<file path="src/rtl/evc_pkg.sv">
package evc_pkg;

    // Accepted level of the qualified event line
    typedef enum logic {
        LVL_LOW  = 1'b0,
        LVL_HIGH = 1'b1
    } evc_lvl_e;

    // Saturating increment for a small run-length counter
    function automatic logic [7:0] evc_sat_inc(input logic [7:0] val, input logic [7:0] lim);
        return (val >= lim) ? lim : val + 8'd1;
    endfunction

    // A qualified change from high to low is a counted edge
    function automatic logic evc_is_fall(input evc_lvl_e prev, input logic now);
        return (prev == LVL_HIGH) && (now == 1'b0);
    endfunction

endpackage

</file>
<file path="src/rtl/evc_sync.sv">
module evc_sync #(
    parameter int STAGES = 2
) (
    input  logic clk_i,
    input  logic rst_i,
    input  logic d_i,
    output logic q_o
);
    logic [STAGES-1:0] chain;

    always_ff @(posedge clk_i) begin
        if (rst_i) chain <= '0;
        else       chain <= {chain[STAGES-2:0], d_i};
    end

    assign q_o = chain[STAGES-1];
endmodule

</file>
<file path="src/rtl/evc_qual.sv">
module evc_qual
    import evc_pkg::*;
#(
    parameter int QUAL_N = 2
) (
    input  logic clk_i,
    input  logic rst_i,
    input  logic clr_i,
    input  logic tick_i,
    input  logic din_i,
    output logic fall_o
);
    evc_lvl_e   lvl_q;
    logic       cand_q;
    logic [7:0] run_q;
    logic [7:0] run_nx;
    logic       accept;
    logic       fall_q;

    always_comb begin
        run_nx = (din_i == cand_q) ? evc_sat_inc(run_q, 8'(QUAL_N)) : 8'd1;
        accept = (run_nx >= 8'(QUAL_N)) && (din_i != logic'(lvl_q));
    end

    always_ff @(posedge clk_i) begin
        if (rst_i || clr_i) begin
            lvl_q  <= LVL_LOW;
            cand_q <= 1'b0;
            run_q  <= '0;
            fall_q <= 1'b0;
        end else begin
            fall_q <= 1'b0;
            if (tick_i) begin
                cand_q <= din_i;
                run_q  <= run_nx;
                if (accept) begin
                    lvl_q  <= evc_lvl_e'(din_i);
                    fall_q <= evc_is_fall(lvl_q, din_i);
                end
            end
        end
    end

    assign fall_o = fall_q;
endmodule

</file>
<file path="src/rtl/evc_core.sv">
module evc_core #(
    parameter int CNT_W  = 16,
    parameter int BYTE_W = 8,
    localparam int LANES = CNT_W / BYTE_W,
    localparam int SEL_W = (LANES > 1) ? $clog2(LANES) : 1
) (
    input  logic              clk_i,
    input  logic              rst_i,
    input  logic              run_i,
    input  logic              fall_i,
    input  logic              wr_en_i,
    input  logic [SEL_W-1:0]  wr_sel_i,
    input  logic [BYTE_W-1:0] wr_data_i,
    output logic [CNT_W-1:0]  cnt_o,
    output logic [CNT_W-1:0]  cmp_o,
    output logic              irq_o
);
    logic [CNT_W-1:0] cmp_q;
    logic [CNT_W-1:0] cnt_q;
    logic [CNT_W-1:0] cnt_nx;
    logic             hit;
    logic             irq_q;

    // One write lane per compare byte, no shadow copy
    for (genvar b = 0; b < LANES; b++) begin : g_lane
        always_ff @(posedge clk_i) begin
            if (rst_i)
                cmp_q[b*BYTE_W +: BYTE_W] <= '1;
            else if (wr_en_i && (wr_sel_i == SEL_W'(b)))
                cmp_q[b*BYTE_W +: BYTE_W] <= wr_data_i;
        end
    end

    always_comb begin
        cnt_nx = cnt_q + 1'b1;
        hit    = (cnt_nx == cmp_q);
    end

    always_ff @(posedge clk_i) begin
        if (rst_i || !run_i) begin
            cnt_q <= '0;
            irq_q <= 1'b0;
        end else begin
            irq_q <= 1'b0;
            if (fall_i) begin
                if (hit) begin
                    cnt_q <= '0;
                    irq_q <= 1'b1;
                end else begin
                    cnt_q <= cnt_nx;
                end
            end
        end
    end

    assign cnt_o = cnt_q;
    assign cmp_o = cmp_q;
    assign irq_o = irq_q;
endmodule

</file>
<file path="src/rtl/evt_counter.sv">
module evt_counter #(
    parameter int CNT_W       = 16,
    parameter int BYTE_W      = 8,
    parameter int QUAL_N      = 2,
    parameter int SYNC_STAGES = 2,
    localparam int LANES      = CNT_W / BYTE_W,
    localparam int SEL_W      = (LANES > 1) ? $clog2(LANES) : 1
) (
    input  logic              clk_i,
    input  logic              rst_i,
    input  logic              run_i,
    input  logic              mc_en_i,
    input  logic              evt_i,
    input  logic              wr_en_i,
    input  logic [SEL_W-1:0]  wr_sel_i,
    input  logic [BYTE_W-1:0] wr_data_i,
    output logic [CNT_W-1:0]  cnt_o,
    output logic              irq_o
);
    logic             evt_sync;
    logic             fall;
    logic [CNT_W-1:0] cmp_w;

    evc_sync #(.STAGES(SYNC_STAGES)) u_sync (
        .clk_i (clk_i),
        .rst_i (rst_i),
        .d_i   (evt_i),
        .q_o   (evt_sync)
    );

    evc_qual #(.QUAL_N(QUAL_N)) u_qual (
        .clk_i  (clk_i),
        .rst_i  (rst_i),
        .clr_i  (!run_i),
        .tick_i (mc_en_i),
        .din_i  (evt_sync),
        .fall_o (fall)
    );

    evc_core #(.CNT_W(CNT_W), .BYTE_W(BYTE_W)) u_core (
        .clk_i     (clk_i),
        .rst_i     (rst_i),
        .run_i     (run_i),
        .fall_i    (fall),
        .wr_en_i   (wr_en_i),
        .wr_sel_i  (wr_sel_i),
        .wr_data_i (wr_data_i),
        .cnt_o     (cnt_o),
        .cmp_o     (cmp_w),
        .irq_o     (irq_o)
    );
endmodule

</file>
<file path="config.mk">
export PLATFORM = sky130hd
export DESIGN_NAME = evt_counter
export DESIGN_NICKNAME = d
export VERILOG_FILES = /design/src/rtl/evc_pkg.sv /design/src/rtl/evc_sync.sv /design/src/rtl/evc_qual.sv /design/src/rtl/evc_core.sv /design/src/rtl/evt_counter.sv
export SDC_FILE = /design/constraint.sdc
export NUM_CORES = 1
export LEC_CHECK = 0
export BUFFER_PORTS_ARGS = -buffer_cell sky130_fd_sc_hd__buf_2
export CAP_MARGIN = 20
export CORE_MARGIN = 1.5
export CORE_UTILIZATION = 25
export DETAILED_ROUTE_END_ITERATION = 10
export PLACE_DENSITY = 0.52
export REMOVE_ABC_BUFFERS = 1
export SETUP_SLACK_MARGIN = 0.05
export SYNTH_ARGS = -nofsm -noshare
export SYNTH_HDL_FRONTEND = slang
export SYNTH_SLANG_ARGS = --single-unit
</file>
<file path="constraint.sdc">
create_clock -name clk_i -period 2.74 [get_ports clk_i]
set_input_delay 0.548 -clock clk_i [delete_from_list [all_inputs] [get_ports clk_i]]
set_output_delay 0.548 -clock clk_i [all_outputs]
set_load 0.01 [all_outputs]
</file>
Word-level counts from Yosys, hierarchy flattened. Cells that the tools add are included.

Output and inout port bits: 17. Bits of input ports: 15. Logic and storage cells: 34. Register bits: 46.

Bitwise logic cells: 5. Order comparisons: 2. Reductions and logical operators: 9. Muxes and demuxes: 4. Add/subtract/negate cells: 2. Equal/unequal tests: 3.

Operators with widths (count): adder 16 x 1 -> 16 bit, second input constant (1); == test 16 bit (1); >= comparator 8 x 2 -> 1 bit, second input constant (2); two-way mux 16 bit (1); two-way mux 8 bit (2); adder 8 x 1 -> 8 bit, second input constant (1); inverter 1 bit (5); logical AND 1 bit (4); OR reduction 3 bit (1); AND reduction 2 bit (1); OR reduction 2 bit (1); == test 1 bit (1); logical NOT 1 bit (1); logical OR 1 bit (1); two-way mux 1 bit (1); inequality test 1 bit (1).

Depth between registers and ports, before layout. Gate-level depths: netlist of run 1.

Depth in word-level cells: 7. Depth in mapped cells: 10. Mapped depth without buffers: 9.

Modules after synthesis. From an unflattened synthesis of run 1, not the netlist that was laid out.

Cell total of the unflattened synthesis: 277. Area, all modules: 2502.4 um^2.

Modules (own cells, without submodules): evc_core (times used 1, area an instance 1940.6 um^2, cells each 225, sequential area each 660.6 um^2); evc_qual (times used 1, area an instance 505.5 um^2, cells each 47, sequential area each 220.2 um^2); evc_sync (times used 1, area an instance 52.6 um^2, cells each 4, sequential area each 40.0 um^2); evt_counter (times used 1, area an instance 3.8 um^2, cells each 1, sequential area each 0.0 um^2).

Worst setup path before layout of run 1. No wires, ideal clock.

Path kind: register -> register. Start point: reg u_core.cnt_q[1] (netlist: u_core.cnt_o[1]). End point: reg u_core.cnt_q[10] (netlist: u_core.cnt_o[10]). Setup time: 136 ps. Stages on the path, launching flop included: 10. Setup slack: 267 ps. Required time: 2604 ps. Period minus slack after synthesis: 2473 ps. Arrival: 2337 ps. Buffers on the path: 1. Cell sequence: dfxtp_1 ha_1 xor2_1 a211oi_1 o2111ai_1 a2111oi_4 o2111ai_2 nor4b_4 buf_6 nor3_2.

Cells in the longest elaborated chain, start to end: 3.

RTL lines: start: declaration (line evc_core.sv:19) `logic [CNT_W-1:0] cnt_q;`; start signal: assignment (line evc_core.sv:50) `cnt_q <= cnt_nx;`; adder 16 x 1 -> 16 bit (*) (line evc_core.sv:35) `cnt_nx = cnt_q + 1'b1;`; == test 16 bit (line evc_core.sv:36) `hit = (cnt_nx == cmp_q);`; two-way mux 16 bit (*) (line evc_core.sv:46) `if (hit) begin`.

Every way passes the cells marked *; elsewhere a longest branch is shown, timed or not. A chain may end at the register's enable or synchronous reset.

Worst setup path in the final report of run 1.
Start point: reg u_core.cnt_q[0] (netlist: u_core.cnt_o[0]). End point: reg u_core.cnt_q[3] (netlist: u_core.cnt_o[3]).

The elaborated chain is that of the path after synthesis.

==> results of run 1 <==
-- per-stage QoR --
step	worst slack, ns	hold WS, ns	total power, W	TNS, ns
floorplan	-0.0302	0.414	0.000784	-0.199
global placement	0.170	0.420	0.000825	0
detailed placement	0.176	0.429	0.000826	0
CTS	0.172	0.443	0.00145	0
global route	0.102	0.453	0.00149	0
finish	0.252	0.445	0.00143	0
-- Yosys cell counts, types with 3 or more instances --
cell type	n
sky130_fd_sc_hd__ha_1	4
sky130_fd_sc_hd__nor3_1	6
sky130_fd_sc_hd__nor2b_1	11
sky130_fd_sc_hd__nor2_1	16
sky130_fd_sc_hd__clkbuf_1	7
sky130_fd_sc_hd__o22ai_1	3
sky130_fd_sc_hd__a211o_1	16
sky130_fd_sc_hd__nand2_1	16
sky130_fd_sc_hd__dfxtp_1	46
sky130_fd_sc_hd__xor2_1	22
sky130_fd_sc_hd__nand3_1	10
sky130_fd_sc_hd__nand2b_1	3
sky130_fd_sc_hd__nor3_2	10
sky130_fd_sc_hd__a21oi_1	9
sky130_fd_sc_hd__nand4_1	4
sky130_fd_sc_hd__nor4_1	5
sky130_fd_sc_hd__and4_1	4
sky130_fd_sc_hd__and3_1	19
sky130_fd_sc_hd__xnor2_1	14
sky130_fd_sc_hd__a211oi_1	4
sky130_fd_sc_hd__inv_1	6
sky130_fd_sc_hd__buf_6	8
-- sequential cells by signal, summed over array words and instances, names as in the netlist --
signal	cells
u_core.cnt_o	16
u_qual.cand_q	1
u_core.irq_o	1
u_qual.run_q	8
u_qual.lvl_q	1
u_sync.chain	2
u_core.cmp_o	16
u_qual.fall_o	1
-- kinds of logic after synthesis --
group / Yosys count
compound gates: 48
xor+xnor: 36
fa+ha+maj: 4
buf+inv: 24
flops: 46
mux: 1
simple gates: 114
-- layout by cell type, fill, tap and decap left out, types with 3 or more instances in the layout --
cell type	synthesis	final
sky130_fd_sc_hd__a211o_1	16	16
sky130_fd_sc_hd__nor2b_1	11	11
sky130_fd_sc_hd__o22ai_1	3	3
sky130_fd_sc_hd__nor2_1	16	16
sky130_fd_sc_hd__nand3_1	10	10
sky130_fd_sc_hd__nand2b_1	3	3
sky130_fd_sc_hd__buf_4	2	12
sky130_fd_sc_hd__nor3_2	10	10
sky130_fd_sc_hd__nand2_1	16	16
sky130_fd_sc_hd__dfxtp_1	46	45
sky130_fd_sc_hd__and3_1	19	19
sky130_fd_sc_hd__nand4_1	4	4
sky130_fd_sc_hd__ha_1	4	4
sky130_fd_sc_hd__xnor2_1	14	14
sky130_fd_sc_hd__a21oi_1	9	9
sky130_fd_sc_hd__clkbuf_8	0	6
sky130_fd_sc_hd__nor3_1	6	6
sky130_fd_sc_hd__buf_2	0	31
sky130_fd_sc_hd__and4_1	4	4
sky130_fd_sc_hd__nor4_1	5	5
sky130_fd_sc_hd__inv_1	6	6
sky130_fd_sc_hd__xor2_1	22	22
sky130_fd_sc_hd__a211oi_1	4	4
-- metal layers --
metal,share of wire,global-route usage,routed length (um)
met2,0.43,0.166,2600
met4,0.018,0.0496,109
met5,0,0,0
met1,0.52,0.168,3180
met3,0.030,0.0238,183
-- power by group through the flow --
stage / sequential [W] / combinational (W) / clock, W
final: 0.000703 / 0.000106 / 0.000618
after global routing: 0.000707 / 0.000119 / 0.000664
after CTS: 0.000704 / 0.000107 / 0.000634
after detailed placement: 0.000719 / 0.000107 / 0
after global placement: 0.000719 / 0.000106 / 0
after floorplan: 0.000713 / 0.0000717 / 0
-- worst max-delay path by stage --
stage	startpoint	endpoint	slack, ns	cells past startpoint
finish	u_core.cnt_o[0]	u_core.cnt_o[3]	0.25	9
global route	u_core.cnt_o[0]	u_core.cnt_o[5]	0.10	9
CTS	u_core.cnt_o[5]	u_core.cnt_o[4]	0.17	8
detailed placement	u_core.cnt_o[5]	u_core.cnt_o[4]	0.18	8
global placement	u_core.cnt_o[5]	u_core.cnt_o[2]	0.17	8
floorplan	u_core.cnt_o[0]	u_core.cnt_o[2]	-0.03	8
-- area by class of cell --
cell class	instances	area, sq um
Timing Repair Buffer	44	256
Inverter	6	22.5
Multi-Input combinational cell	203	1500
Clock inverter	2	60.1
Sequential cell	46	922
Clock buffer	6	82.6
Fill cell	1047	6860
Tap cell	133	166
-- timing repair --
action | CTS | global route
setup endpoints to repair | 0 | 14
gates resized for setup | 0 | 2
buffers inserted | 0 | 0
endpoints found under the hold margin | 0 | 0
==> reports/qor.log, run 1 <==
INFO  sta            achievable-frequency=0.402GHz
INFO  global_route   grt_start_max_net_pins=21
INFO  die            design.die.area=0.0109sqmm
INFO  routing        ant_nets=0
INFO  die            die-width=104um
INFO  setup_path     path_class=reg -> reg
INFO  pwr            share_of_power_burned_in_the_clock_network=0.433
INFO  routing        drt_pass1_iterations=4
INFO  setup_path     critical_path_buf_inv_count=1
INFO  cells_and_area nNetsFinal=325
INFO  die            placementRows=36
INFO  placement      dp.final_hpwl=4650um
INFO  die            core_area=0.00986sqmm
INFO  synth          synth-edff-count=0
INFO  sta            hold_viol_final=0
INFO  cells_and_area fin_util=0.305
INFO  min_path       end_point_of_the_worst_hold_path=u_sync.chain[1]
INFO  pwr            power-per-cell-area=475mW/mm^2
INFO  cells_and_area antenna_fix_cells=0
INFO  pwr            power.share.sequential=0.493
INFO  min_path       hold_class=reg -> reg
INFO  cells_and_area postLayoutCellArea=0.00301sqmm
INFO  status         outcome=completed
INFO  synth          synth_instances=273
INFO  setup_path     r2r_end=u_core.cnt_o[3]
INFO  pwr            intPower=0.00112W
INFO  pwr            power_frac_comb=0.074
INFO  sta            finalCriticalPeriod=2.49ns
INFO  synth          top_post_synthesis_cells_by_area=sky130_fd_sc_hd__dfxtp_1 36%, sky130_fd_sc_hd__xor2_1 7.5%, sky130_fd_sc_hd__a211o_1 5.4%, sky130_fd_sc_hd__xnor2_1 4.8%, sky130_fd_sc_hd__and3_1 4.6%
INFO  clock_tree     worst_setup_hold_path_clk_slew=0.09ns
INFO  setup_path     slowest_stage=sky130_fd_sc_hd__dfxtp_1
INFO  synth          synth-compound-area-share=0.151
INFO  synth          area_share_of_fa_ha_maj_cells_after_synthesis=0.0194
INFO  synth          yosys.area_share.xor_xnor=0.122
INFO  placement      globalplace.congestion=0.808
INFO  clock_tree     cts.hold.buffers_added=0
INFO  global_route   via_count_of_the_first_global_routing_pass=1943
INFO  synth          synth_top_family_by_area=simple AND/OR/NAND/NOR gates
INFO  synth          synth_mux_area_frac=0.00389
INFO  synth          mappedNetlistArea=0.00257sqmm
INFO  placement      post_dp_cell_area=0.00286sqmm
INFO  routing        route.final.wire_length=6070um
INFO  setup_path     worst_ep_required_time=2.92ns
INFO  sta            post-route-period-util=0.908
INFO  cells_and_area layout-drive-gt1-share=0.235
INFO  synth          synth_seq_cells=46
INFO  pwr            sw_frac_of_total=0.212
INFO  synth          synthDominantCellAreaShare=0.358
INFO  routing        drc_markers=0
INFO  placement      placement.io_buffers=31
INFO  sta            unrepaired_setup_endpoints_after_global_routing=false
INFO  synth          syn-mean-instance-area=9.43squm
INFO  clock_tree     cts_root_buffer=sky130_fd_sc_hd__clkbuf_8
INFO  global_route   global_route_wire_length_before_repair=10200um
INFO  setup_path     critical_path.cell_chain=ha_1, nand3_1, nor4_1, xnor2_1, a21o_1, o2111ai_2, nor4b_4, buf_6, nor3_1
INFO  die            dieHeight=104um
INFO  setup_path     timing.critical_path.to_type=register
INFO  synth          synth.yosys.warnings=0
INFO  clock_tree     cts-buffers-inserted=5
INFO  routing        detail_route.iter0.violations=117
INFO  clock_tree     clock-sinks=46
INFO  setup_path     worstPathArrival=2.67ns
INFO  sta            setup_viol_count_final=0
INFO  flow_run       drv_cap=0
INFO  die            pin_count=32
INFO  placement      numPlacedInstances=432
INFO  min_path       hold-path-cell-count=1
INFO  synth          synth_top_flop_cell=sky130_fd_sc_hd__dfxtp_1
INFO  setup_path     start_kind=register
INFO  cells_and_area final_cells=440
INFO  synth          share_of_synthesized_area_occupied_by_flip_flops_and_latches=0.358
INFO  routing        post_drt_via_cell_ratio=4.65
INFO  sta            worstMarginPinSlew=0.556ns
INFO  clock_tree     clock_tree_from_tritoncts=done
INFO  cells_and_area syn2layout_area_growth=16.8%
INFO  clock_tree     worst_skew_pair_latency=0.30ns
INFO  setup_path     r2r_slack=0.25ns
INFO  setup_path     crit-reg2reg-launch=u_core.cnt_o[0]
INFO  sta            relSlewSlack=0.625
INFO  synth          postSynth.asyncResetShare=0
INFO  pwr            power.net_switching=0.000303W
INFO  routing        wl_per_cell=13.8um
INFO  synth          post-synth-top-area-cell=sky130_fd_sc_hd__dfxtp_1
INFO  die            initial_core_util=0.261
INFO  clock_tree     number_of_buffers_on_the_longest_clock_path=2
INFO  setup_path     slowest_delay=0.45ns
INFO  pwr            power.leakage=1.23nW
INFO  setup_path     worst-r2r-cell-count=9
INFO  min_path       hold_path_startpoint=u_sync.chain[0]
INFO  setup_path     cp_max_fo=14
INFO  global_route   gr-total-overflow=0
INFO  global_route   antenna_found_initial=0
INFO  pwr            vdd.ir_drop.worst=212uV
INFO  sta            finalMaxSlewViolations=0
INFO  setup_path     path_delay_family=simple AND/OR/NAND/NOR gates
INFO  routing        dr_total_vias=2047
INFO  synth          synthSimpleGateAreaFrac=0.285
INFO  synth          yosys.cell_types.count=47
INFO  sta            worst_clock_skew=0.00757ns
INFO  clock_tree     cts-htree-levels=2
INFO  global_route   grtUsageTotal=0.117
Power figures use the tool's default switching activity.
==> inputs of run 2 (changes only) <==
--- a/config.mk
+++ b/config.mk
@@ -7,10 +7,12 @@
 export LEC_CHECK = 0
 export BUFFER_PORTS_ARGS = -buffer_cell sky130_fd_sc_hd__buf_2
 export CAP_MARGIN = 20
+export CELL_PAD_IN_SITES_DETAIL_PLACEMENT = 1
+export CELL_PAD_IN_SITES_GLOBAL_PLACEMENT = 1
 export CORE_MARGIN = 1.5
 export CORE_UTILIZATION = 25
 export DETAILED_ROUTE_END_ITERATION = 10
-export PLACE_DENSITY = 0.52
+export PLACE_DENSITY = 0.61
 export REMOVE_ABC_BUFFERS = 1
 export SETUP_SLACK_MARGIN = 0.05
 export SYNTH_ARGS = -nofsm -noshare
==> reports/qor.log, run 2 (synthesis gave the netlist of run 1 again) <==
INFO  routing        ant_nets=0 [unchanged]
INFO  die            dieHeight=104um [unchanged]
INFO  clock_tree     cts_root_buffer=sky130_fd_sc_hd__clkbuf_8 [unchanged]
INFO  setup_path     worst-r2r-cell-count=8 [was 9]
INFO  sta            finalCriticalPeriod=2.56ns [was 2.49 ns]
INFO  sta            final.hold.worst_slack=0.455ns [was 0.445 ns]
INFO  clock_tree     worst_skew_pair_latency=0.30ns [about the same]
INFO  sta            post-route-period-util=0.933 [was 0.908]
INFO  setup_path     r2r_end=u_core.cnt_o[13] [was u_core.cnt_o[3]]
INFO  setup_path     r2r_slack=0.18ns [was 0.25 ns]
INFO  sta            worstMarginPinSlew=0.613ns [was 0.556 ns]
INFO  sta            tns=0ns [unchanged]
INFO  setup_path     cp_max_fo=9 [was 14]
INFO  setup_path     crit-reg2reg-launch=u_core.cnt_o[6] [was u_core.cnt_o[0]]
INFO  clock_tree     number_of_buffers_on_the_longest_clock_path=2 [unchanged]
INFO  sta            unrepaired_setup_endpoints_after_global_routing=false [unchanged]
INFO  setup_path     start_kind=register [unchanged]
INFO  flow_run       drv_cap=0 [unchanged]
INFO  setup_path     path_class=reg -> reg [unchanged]
INFO  routing        dr_total_vias=2108 [was 2047]
INFO  die            placementRows=36 [unchanged]
INFO  setup_path     worstPathArrival=2.74ns [was 2.67 ns]
INFO  min_path       hold_path_startpoint=wr_data_i[4] [was u_sync.chain[0]]
INFO  sta            worst_clock_skew=0.00282ns [was 0.00757 ns]
INFO  status         outcome=completed [unchanged]
INFO  global_route   via_count_of_the_first_global_routing_pass=2092 [was 1943]
INFO  die            initial_core_util=0.261 [unchanged]
INFO  die            die-width=104um [unchanged]
INFO  cells_and_area syn2layout_area_growth=15.0% [was 16.8%]
INFO  setup_path     critical_path.cell_chain=nand3_2, nor4_1, o2111ai_1, a2111oi_4, o2111ai_2, nor4b_4, buf_4, nor3_2 [was ha_1, nand3_1, nor4_1, xnor2_1, a21o_1, o2111ai_2, nor4b_4, buf_6, nor3_1]
INFO  sta            hold_viol_final=0 [unchanged]
INFO  global_route   grtUsageTotal=0.129 [was 0.117]
INFO  min_path       end_point_of_the_worst_hold_path=u_core.cmp_o[4] [was u_sync.chain[1]]
INFO  routing        drc_markers=0 [unchanged]
INFO  placement      dp.final_hpwl=5270um [was 4650 um]
INFO  routing        route.final.wire_length=6770um [was 6070 um]
INFO  cells_and_area antenna_fix_cells=0 [unchanged]
INFO  sta            finalMaxSlewViolations=0 [unchanged]
INFO  setup_path     slowest_delay=0.46ns [was 0.45 ns]
INFO  die            design.die.area=0.0109sqmm [unchanged]
INFO  cells_and_area layout_commonest_cell=sky130_fd_sc_hd__dfxtp_1 [unchanged]
INFO  clock_tree     clock-sinks=46 [unchanged]
INFO  die            pin_count=32 [unchanged]
INFO  placement      numPlacedInstances=433 [was 432]
INFO  cells_and_area nNetsFinal=326 [was 325]
INFO  global_route   grt_start_max_net_pins=21 [unchanged]
INFO  routing        wl_per_cell=15.4um [was 13.8 um]
INFO  clock_tree     cts-buffers-inserted=5 [unchanged]
INFO  sta            setup_viol_count_final=0 [unchanged]
INFO  die            core_area=0.00986sqmm [unchanged]
INFO  min_path       hold-path-cell-count=2 [was 1]
INFO  pwr            power-per-cell-area=417mW/mm^2 [was 475 mW/mm^2]
INFO  clock_tree     clock_tree_from_tritoncts=done [unchanged]
INFO  cells_and_area layout_common_cells=43 x sky130_fd_sc_hd__dfxtp_1, 31 x sky130_fd_sc_hd__buf_2, 22 x sky130_fd_sc_hd__xor2_1 [was 45 x sky130_fd_sc_hd__dfxtp_1, 31 x sky130_fd_sc_hd__buf_2, 22 x sky130_fd_sc_hd__xor2_1]
INFO  setup_path     critical_path_buf_inv_count=1 [unchanged]
INFO  sta            achievable-frequency=0.391GHz [was 0.402 GHz]
INFO  setup_path     worst_ep_required_time=2.93ns [was 2.92 ns]
INFO  pwr            vdd.ir_drop.worst=171uV [was 212 uV]
INFO  global_route   antenna_found_initial=0 [unchanged]
INFO  sta            relSlewSlack=0.590 [was 0.625]
INFO  setup_path     path_delay_family=simple AND/OR/NAND/NOR gates [unchanged]
INFO  routing        detail_route.iter0.violations=52 [was 117]
INFO  global_route   gr-total-overflow=0 [unchanged]
INFO  placement      globalplace.congestion=0.894 [was 0.808]
INFO  placement      placement.io_buffers=31 [unchanged]
INFO  clock_tree     cts-htree-levels=2 [unchanged]
INFO  setup_path     slowest_stage=sky130_fd_sc_hd__dfxtp_1 [unchanged]
INFO  clock_tree     worst_setup_hold_path_clk_slew=0.09ns [about the same]
INFO  pwr            power.leakage=1.21nW [was 1.23 nW]
INFO  cells_and_area layout-drive-gt1-share=0.247 [was 0.235]
INFO  global_route   global_route_wire_length_before_repair=11300um [was 10200 um]
INFO  min_path       hold_class=in -> reg [was reg -> reg]
INFO  routing        drt_pass1_iterations=4 [unchanged]
INFO  routing        post_drt_via_cell_ratio=4.78 [was 4.65]
INFO  cells_and_area final_cells=441 [was 440]
INFO  setup_path     timing.critical_path.to_type=register [unchanged]
run 2: changes by cell type in the layout (fill, tap and decap cells not counted), sizes merged:
cell	delta
clkinv	+2
buf	+1
clkinvlp	+1
clkbuf	-1
bufinv	-2
run 2: final cells by class:
cell class / instances / area (sq um)
multi-input cells: 203 / 1500
repair buffers: 45 / 260
clock inverters: 3 / 21.3
clock buffers: 5 / 68.8
well taps: 133 / 166
flip-flops and latches: 46 / 925
inverters: 6 / 22.5
fillers: 1144 / 6900
run 2: metrics by stage:
step	total power (W)	setup slack, ns	utilization	cell area [sq um]
finish	0.00123	0.184	0.300	2960
global route	0.00130	0.0621	0.300	2960
global placement	0.000826	0.196	0.291	2870
detailed placement	0.000830	0.127	0.291	2870
CTS	0.00125	0.109	0.300	2960
floorplan	0.000784	-0.0302	-	2440
run 2: worst register-to-register path: cells and delay by family, from the launching register on:
family / cells / cell delay, ns
AND/OR/NAND/NOR: 4 / 1.01
buffers and inverters: 1 / 0.25
AO/OA/AOI/OAI: 3 / 0.74
flip-flops: 1 / 0.46
run 2: how the worst max path moves through the flow:
stage	start	depth (start not counted)	to
detailed placement	u_core.cnt_o[2]	8	u_core.cnt_o[7]
finish	u_core.cnt_o[6]	8	u_core.cnt_o[13]
global placement	u_core.cnt_o[2]	8	u_core.cnt_o[11]
floorplan	u_core.cnt_o[0]	8	u_core.cnt_o[2]
global route	u_core.cnt_o[6]	8	u_core.cnt_o[15]
CTS	u_core.cnt_o[2]	8	u_core.cnt_o[7]
run 2: what timing repair did:
item,4_1_cts,5_1_grt
endpoints found under the hold margin,0,0
setup endpoints to repair,0,14
setup buffers,0,0
hold buffers,0,0
resized for setup,0,4
run 2: where the power goes:
part | total, W | switching, W | leakage [nW] | internal, W
clock network | 0.000421 | 0.000242 | 0.0441 | 0.000180
logic | 0.000109 | 0.0000605 | 0.786 | 0.0000487
registers | 0.000704 | 0.0000170 | 0.376 | 0.000687
total | 0.00123 | 0.000319 | 1.21 | 0.000915
run 2: routing by layer:
metal,vias to the layer above,share of wire,GRT usage
li1,1057,-,-
met1,1016,0.50,0.176
met2,33,0.47,0.211
met3,2,0.030,0.0232
met4,0,0.0059,0.0298
met5,-,0,0
==> inputs of run 3 (changes only) <==
--- a/config.mk
+++ b/config.mk
@@ -5,6 +5,7 @@
 export SDC_FILE = /design/constraint.sdc
 export NUM_CORES = 1
 export LEC_CHECK = 0
+export ABC_AREA = 1
 export BUFFER_PORTS_ARGS = -buffer_cell sky130_fd_sc_hd__buf_2
 export CAP_MARGIN = 20
 export CELL_PAD_IN_SITES_DETAIL_PLACEMENT = 1
@@ -12,7 +13,7 @@
 export CORE_MARGIN = 1.5
 export CORE_UTILIZATION = 25
 export DETAILED_ROUTE_END_ITERATION = 10
-export PLACE_DENSITY = 0.61
+export PLACE_DENSITY = 0.64
 export REMOVE_ABC_BUFFERS = 1
 export SETUP_SLACK_MARGIN = 0.05
 export SYNTH_ARGS = -nofsm -noshare
==> reports/qor.log, run 3 <==
INFO  synth          postSynth.asyncResetShare=0 [unchanged]
INFO  synth          mappedNetlistArea=0.00264sqmm [was 0.00257 sq mm]
INFO  cells_and_area multi_input_area=0.00150sqmm [about the same]
INFO  synth          synth-compound-area-share=0.105 [was 0.151]
INFO  pwr            power=0.00127W [was 0.00123 W]
INFO  setup_path     timing.critical_path.to_type=register [unchanged]
INFO  cells_and_area register_area=921squm [was 925 sq um]
INFO  setup_path     slowest_stage=sky130_fd_sc_hd__dfxtp_1 [unchanged]
INFO  min_path       hold_class=in -> reg [unchanged]
INFO  cells_and_area layout-drive-gt1-share=0.184 [was 0.247]
INFO  synth          syn-mean-instance-area=6.74squm [was 9.43 sq um]
INFO  flow_run       drv_cap=0 [unchanged]
INFO  die            placementRows=37 [was 36]
INFO  synth          synth_seq_cells=46 [unchanged]
INFO  synth          synth_mux_area_frac=0 [was 0.00389]
INFO  clock_tree     number_of_buffers_on_the_longest_clock_path=2 [unchanged]
INFO  setup_path     timing.critical_path.mode_cell=sky130_fd_sc_hd__nand3_2
INFO  routing        drc_markers=0 [unchanged]
INFO  setup_path     cp_max_fo=7 [was 9]
INFO  sta            unrepaired_setup_endpoints_after_global_routing=false [unchanged]
INFO  global_route   gr-total-overflow=0 [unchanged]
INFO  synth          post-synth-top-area-cell=sky130_fd_sc_hd__dfxtp_1 [unchanged]
INFO  die            die-width=106um [was 104 um]
INFO  global_route   grt_start_max_net_pins=26 [was 21]
INFO  global_route   antenna_found_initial=0 [unchanged]
INFO  clock_tree     cts-buffers-inserted=5 [unchanged]
INFO  sta            finalMaxSlewViolations=0 [unchanged]
INFO  global_route   grtUsageTotal=0.147 [was 0.129]
INFO  placement      globalplace.congestion=0.813 [was 0.894]
INFO  setup_path     start_kind=register [unchanged]
INFO  setup_path     path_delay_family=simple AND/OR/NAND/NOR gates [unchanged]
INFO  sta            achievable-frequency=0.457GHz [was 0.391 GHz]
INFO  synth          list_of_most_frequent_post_synthesis_cells=119 x sky130_fd_sc_hd__nand2_1, 46 x sky130_fd_sc_hd__dfxtp_1, 44 x sky130_fd_sc_hd__inv_1, 35 x sky130_fd_sc_hd__nand3_1, 31 x sky130_fd_sc_hd__nor2_1 [was 46 x sky130_fd_sc_hd__dfxtp_1, 22 x sky130_fd_sc_hd__xor2_1, 19 x sky130_fd_sc_hd__and3_1]
INFO  sta            hold_viol_final=0 [unchanged]
INFO  synth          synthSimpleGateAreaFrac=0.426 [was 0.285]
INFO  die            initial_core_util=0.256 [was 0.261]
INFO  clock_tree     clock-sinks=46 [unchanged]
INFO  pwr            vdd.ir_drop.worst=234uV [was 171 uV]
INFO  placement      dp.final_hpwl=6140um [was 5270 um]
INFO  setup_path     critPathLaunch=u_core.cnt_o[0] [was u_core.cnt_o[6]]
INFO  sta            worst_clock_skew=0.00662ns [was 0.00282 ns]
INFO  synth          synth.yosys.warnings=0 [unchanged]
INFO  clock_tree     cts.hold.buffers_added=0 [unchanged]
INFO  die            core_area=0.0103sqmm [was 0.00986 sq mm]
INFO  cells_and_area syn2layout_area_growth=15.0% [about the same]
INFO  setup_path     cp-endpoint=u_core.cnt_o[4] [was u_core.cnt_o[13]]
INFO  setup_path     path_class=reg -> reg [unchanged]
INFO  cells_and_area filler_cell_count=1329 [was 1144]
INFO  placement      placement.io_buffers=31 [unchanged]
INFO  clock_tree     cts_root_buffer=sky130_fd_sc_hd__clkbuf_8 [unchanged]
INFO  synth          synthDominantCellAreaShare=0.349 [was 0.358]
INFO  status         outcome=completed [unchanged]
INFO  placement      post_dp_cell_area=0.00293sqmm [was 0.00287 sq mm]
INFO  global_route   global_route_wire_length_before_repair=13000um [was 11300 um]
INFO  routing        post_drt_via_cell_ratio=4.55 [was 4.78]
INFO  sta            relSlewSlack=0.489 [was 0.590]
INFO  setup_path     critical_path_buf_inv_count=0 [was 1]
INFO  sta            worstMarginPinSlew=0.766ns [was 0.613 ns]
INFO  clock_tree     clock_tree_from_tritoncts=done [unchanged]
INFO  synth          synth-edff-count=0 [unchanged]
INFO  sta            setup_viol_count_final=0 [unchanged]
INFO  cells_and_area layout_commonest_cell=sky130_fd_sc_hd__nand2_1 [was sky130_fd_sc_hd__dfxtp_1]
INFO  routing        wl_per_cell=13.6um [was 15.4 um]
INFO  cells_and_area antenna_fix_cells=0 [unchanged]
INFO  pwr            power.leakage=1.33nW [was 1.21 nW]
INFO  sta            tns=0ns [unchanged]
INFO  cells_and_area nNetsFinal=442 [was 326]
INFO  setup_path     worst_ep_required_time=2.95ns [was 2.93 ns]
INFO  synth          synth_instances=391 [was 273]
INFO  cells_and_area layout_common_cells=119 x sky130_fd_sc_hd__nand2_1, 46 x sky130_fd_sc_hd__dfxtp_1, 44 x sky130_fd_sc_hd__inv_1 [was 43 x sky130_fd_sc_hd__dfxtp_1, 31 x sky130_fd_sc_hd__buf_2, 22 x sky130_fd_sc_hd__xor2_1]
INFO  setup_path     crit-reg2reg-launch=u_core.cnt_o[0] [was u_core.cnt_o[6]]
INFO  routing        ant_nets=0 [unchanged]
INFO  sta            finalCriticalPeriod=2.19ns [was 2.56 ns]
INFO  sta            post-route-period-util=0.798 [was 0.933]
INFO  synth          yosys.area_share.xor_xnor=0.0166 [was 0.122]
INFO  cells_and_area postLayoutCellArea=0.00303sqmm [was 0.00296 sq mm]
INFO  routing        route.final.wire_length=7600um [was 6770 um]
INFO  setup_path     critical_path.cell_chain=ha_1, nand3_2, o21bai_1, a21oi_1, nor2_1, nand3_1, nor2_4, nand3_2, nand2_4, nor2_2 [was nand3_2, nor4_1, o2111ai_1, a2111oi_4, o2111ai_2, nor4b_4, buf_4, nor3_2]
INFO  die            dieHeight=106um [was 104 um]
INFO  die            design.die.area=0.0112sqmm [was 0.0109 sq mm]
INFO  setup_path     worst-r2r-cell-count=10 [was 8]
INFO  setup_path     r2r_slack=0.55ns [was 0.18 ns]
INFO  synth          yosys.cell_types.count=31 [was 47]
INFO  setup_path     critical_path_depth=10 [was 8]
INFO  synth          share_of_synthesized_area_occupied_by_flip_flops_and_latches=0.349 [was 0.358]
INFO  setup_path     worstPathArrival=2.40ns [was 2.74 ns]
INFO  synth          synth_top_flop_cell=sky130_fd_sc_hd__dfxtp_1 [unchanged]
INFO  die            pin_count=32 [unchanged]
INFO  clock_tree     postCtsSetupBuffers=0 [unchanged]
INFO  clock_tree     cts-resized-gates=0 [unchanged]
INFO  clock_tree     worst_skew_pair_latency=0.31ns [was 0.30 ns]
INFO  clock_tree     cts-htree-levels=2 [unchanged]
INFO  synth          top_post_synthesis_cells_by_area=sky130_fd_sc_hd__dfxtp_1 35%, sky130_fd_sc_hd__nand2_1 17%, sky130_fd_sc_hd__nand3_1 6.6%, sky130_fd_sc_hd__inv_1 6.3%, sky130_fd_sc_hd__nor2_1 4.4% [was sky130_fd_sc_hd__dfxtp_1 36%, sky130_fd_sc_hd__xor2_1 7.5%, sky130_fd_sc_hd__a211o_1 5.4%, sky130_fd_sc_hd__xnor2_1 4.8%, sky130_fd_sc_hd__and3_1 4.6%]
INFO  pwr            power-per-cell-area=420mW/mm^2 [was 417 mW/mm^2]
INFO  clock_tree     worst_setup_hold_path_clk_slew=0.10ns [was 0.09 ns]
INFO  routing        drt_pass1_iterations=4 [unchanged]
INFO  synth          synth_most_common_cell=sky130_fd_sc_hd__nand2_1 [was sky130_fd_sc_hd__dfxtp_1]
INFO  routing        dr_total_vias=2546 [was 2108]
INFO  synth          synth_top_family_by_area=simple AND/OR/NAND/NOR gates [unchanged]
INFO  setup_path     slowest_delay=0.48ns [was 0.46 ns]
INFO  synth          area_share_of_fa_ha_maj_cells_after_synthesis=0.0190 [was 0.0194]
INFO  global_route   via_count_of_the_first_global_routing_pass=2589 [was 2092]
INFO  routing        detail_route.iter0.violations=67 [was 52]
INFO  setup_path     r2r_end=u_core.cnt_o[4] [was u_core.cnt_o[13]]
==> run 3: cell count changes in the layout (fill, tap and decap cells not counted), moves of 11 or more <==
cell                       before  now
sky130_fd_sc_hd__nand2_1       16  119
sky130_fd_sc_hd__inv_1          6   44
sky130_fd_sc_hd__nand3_1       10   35
sky130_fd_sc_hd__xor2_1        22    2
sky130_fd_sc_hd__and3_1        19    0
sky130_fd_sc_hd__a211o_1       16    0
sky130_fd_sc_hd__nor2_1        16   31
sky130_fd_sc_hd__nor2_2         0   14
sky130_fd_sc_hd__buf_4         14    2
sky130_fd_sc_hd__o211ai_1       1   13
sky130_fd_sc_hd__nor2b_1       11    0
sky130_fd_sc_hd__xnor2_1       14    3
==> run 3: cell families (layout without fill, tap and decap cells) <==
kind of cell,after synthesis,after routing
and+or+nand+nor,234,234
buffers and inverters,55,88
AOI/OAI and AO/OA,47,47
DFF,46,46
xor gates and xnor gates,5,5
adders and majority gates,4,4
==> run 3: layer usage <==
layer  global-route usage  vias to the layer above  share of wire
met4               0.0319                        0         0.0092
met2                0.241                       43           0.44
met1                0.204                     1177           0.51
met5                    0                        -              0
met3               0.0229                        6          0.036
li1                     -                     1320              -
==> run 3: where the power goes <==
part	leakage, nW	internal (W)	total (W)	switching, W
registers	0.375	0.000688	0.000700	0.0000127
clock network	0.0506	0.000191	0.000464	0.000273
logic	0.902	0.0000375	0.000108	0.0000705
total	1.33	0.000917	0.00127	0.000356
==> run 3: area by class of cell <==
cell class,instances,share of cell area
clock buffer,5,0.0227
tap,136,0.0562
clock inverter,3,0.00950
sequential,46,0.304
timing repair buffer,33,0.0562
multi-input combinational,290,0.493
inverter,47,0.0582
==> run 3: worst reg2reg max path, stage by stage, from the launching register on <==
cell	delay (ns)
sky130_fd_sc_hd__dfxtp_1	0.48
sky130_fd_sc_hd__ha_1	0.28
sky130_fd_sc_hd__nand3_2	0.13
sky130_fd_sc_hd__o21bai_1	0.31
sky130_fd_sc_hd__a21oi_1	0.16
sky130_fd_sc_hd__nor2_1	0.12
sky130_fd_sc_hd__nand3_1	0.14
sky130_fd_sc_hd__nor2_4	0.15
sky130_fd_sc_hd__nand3_2	0.11
sky130_fd_sc_hd__nand2_4	0.16
sky130_fd_sc_hd__nor2_2	0.05
==> run 3: worst min-delay path by stage <==
| stage | to | startpoint | cells past startpoint | slack [ns] |
|---|---|---|---|---|
| after detailed placement | u_sync.chain[1] | u_sync.chain[0] | 2 | 0.40 |
| final | u_sync.chain[0] | rst_i | 2 | 0.41 |
| after global placement | u_sync.chain[1] | u_sync.chain[0] | 2 | 0.40 |
| after CTS | u_sync.chain[0] | rst_i | 2 | 0.40 |
| after floorplan | u_sync.chain[1] | u_sync.chain[0] | 2 | 0.39 |
| after global routing | u_sync.chain[0] | rst_i | 2 | 0.40 |
==> run 3: per-stage QoR <==
stage,hold slack (ns),util,setup WS (ns),cells
final,0.407,0.295,0.554,560
after global routing,0.400,0.295,0.299,560
after CTS,0.396,0.295,0.527,560
after detailed placement,0.401,0.285,0.547,552
after global placement,0.396,0.285,0.616,552
after floorplan,0.388,-,0.829,383
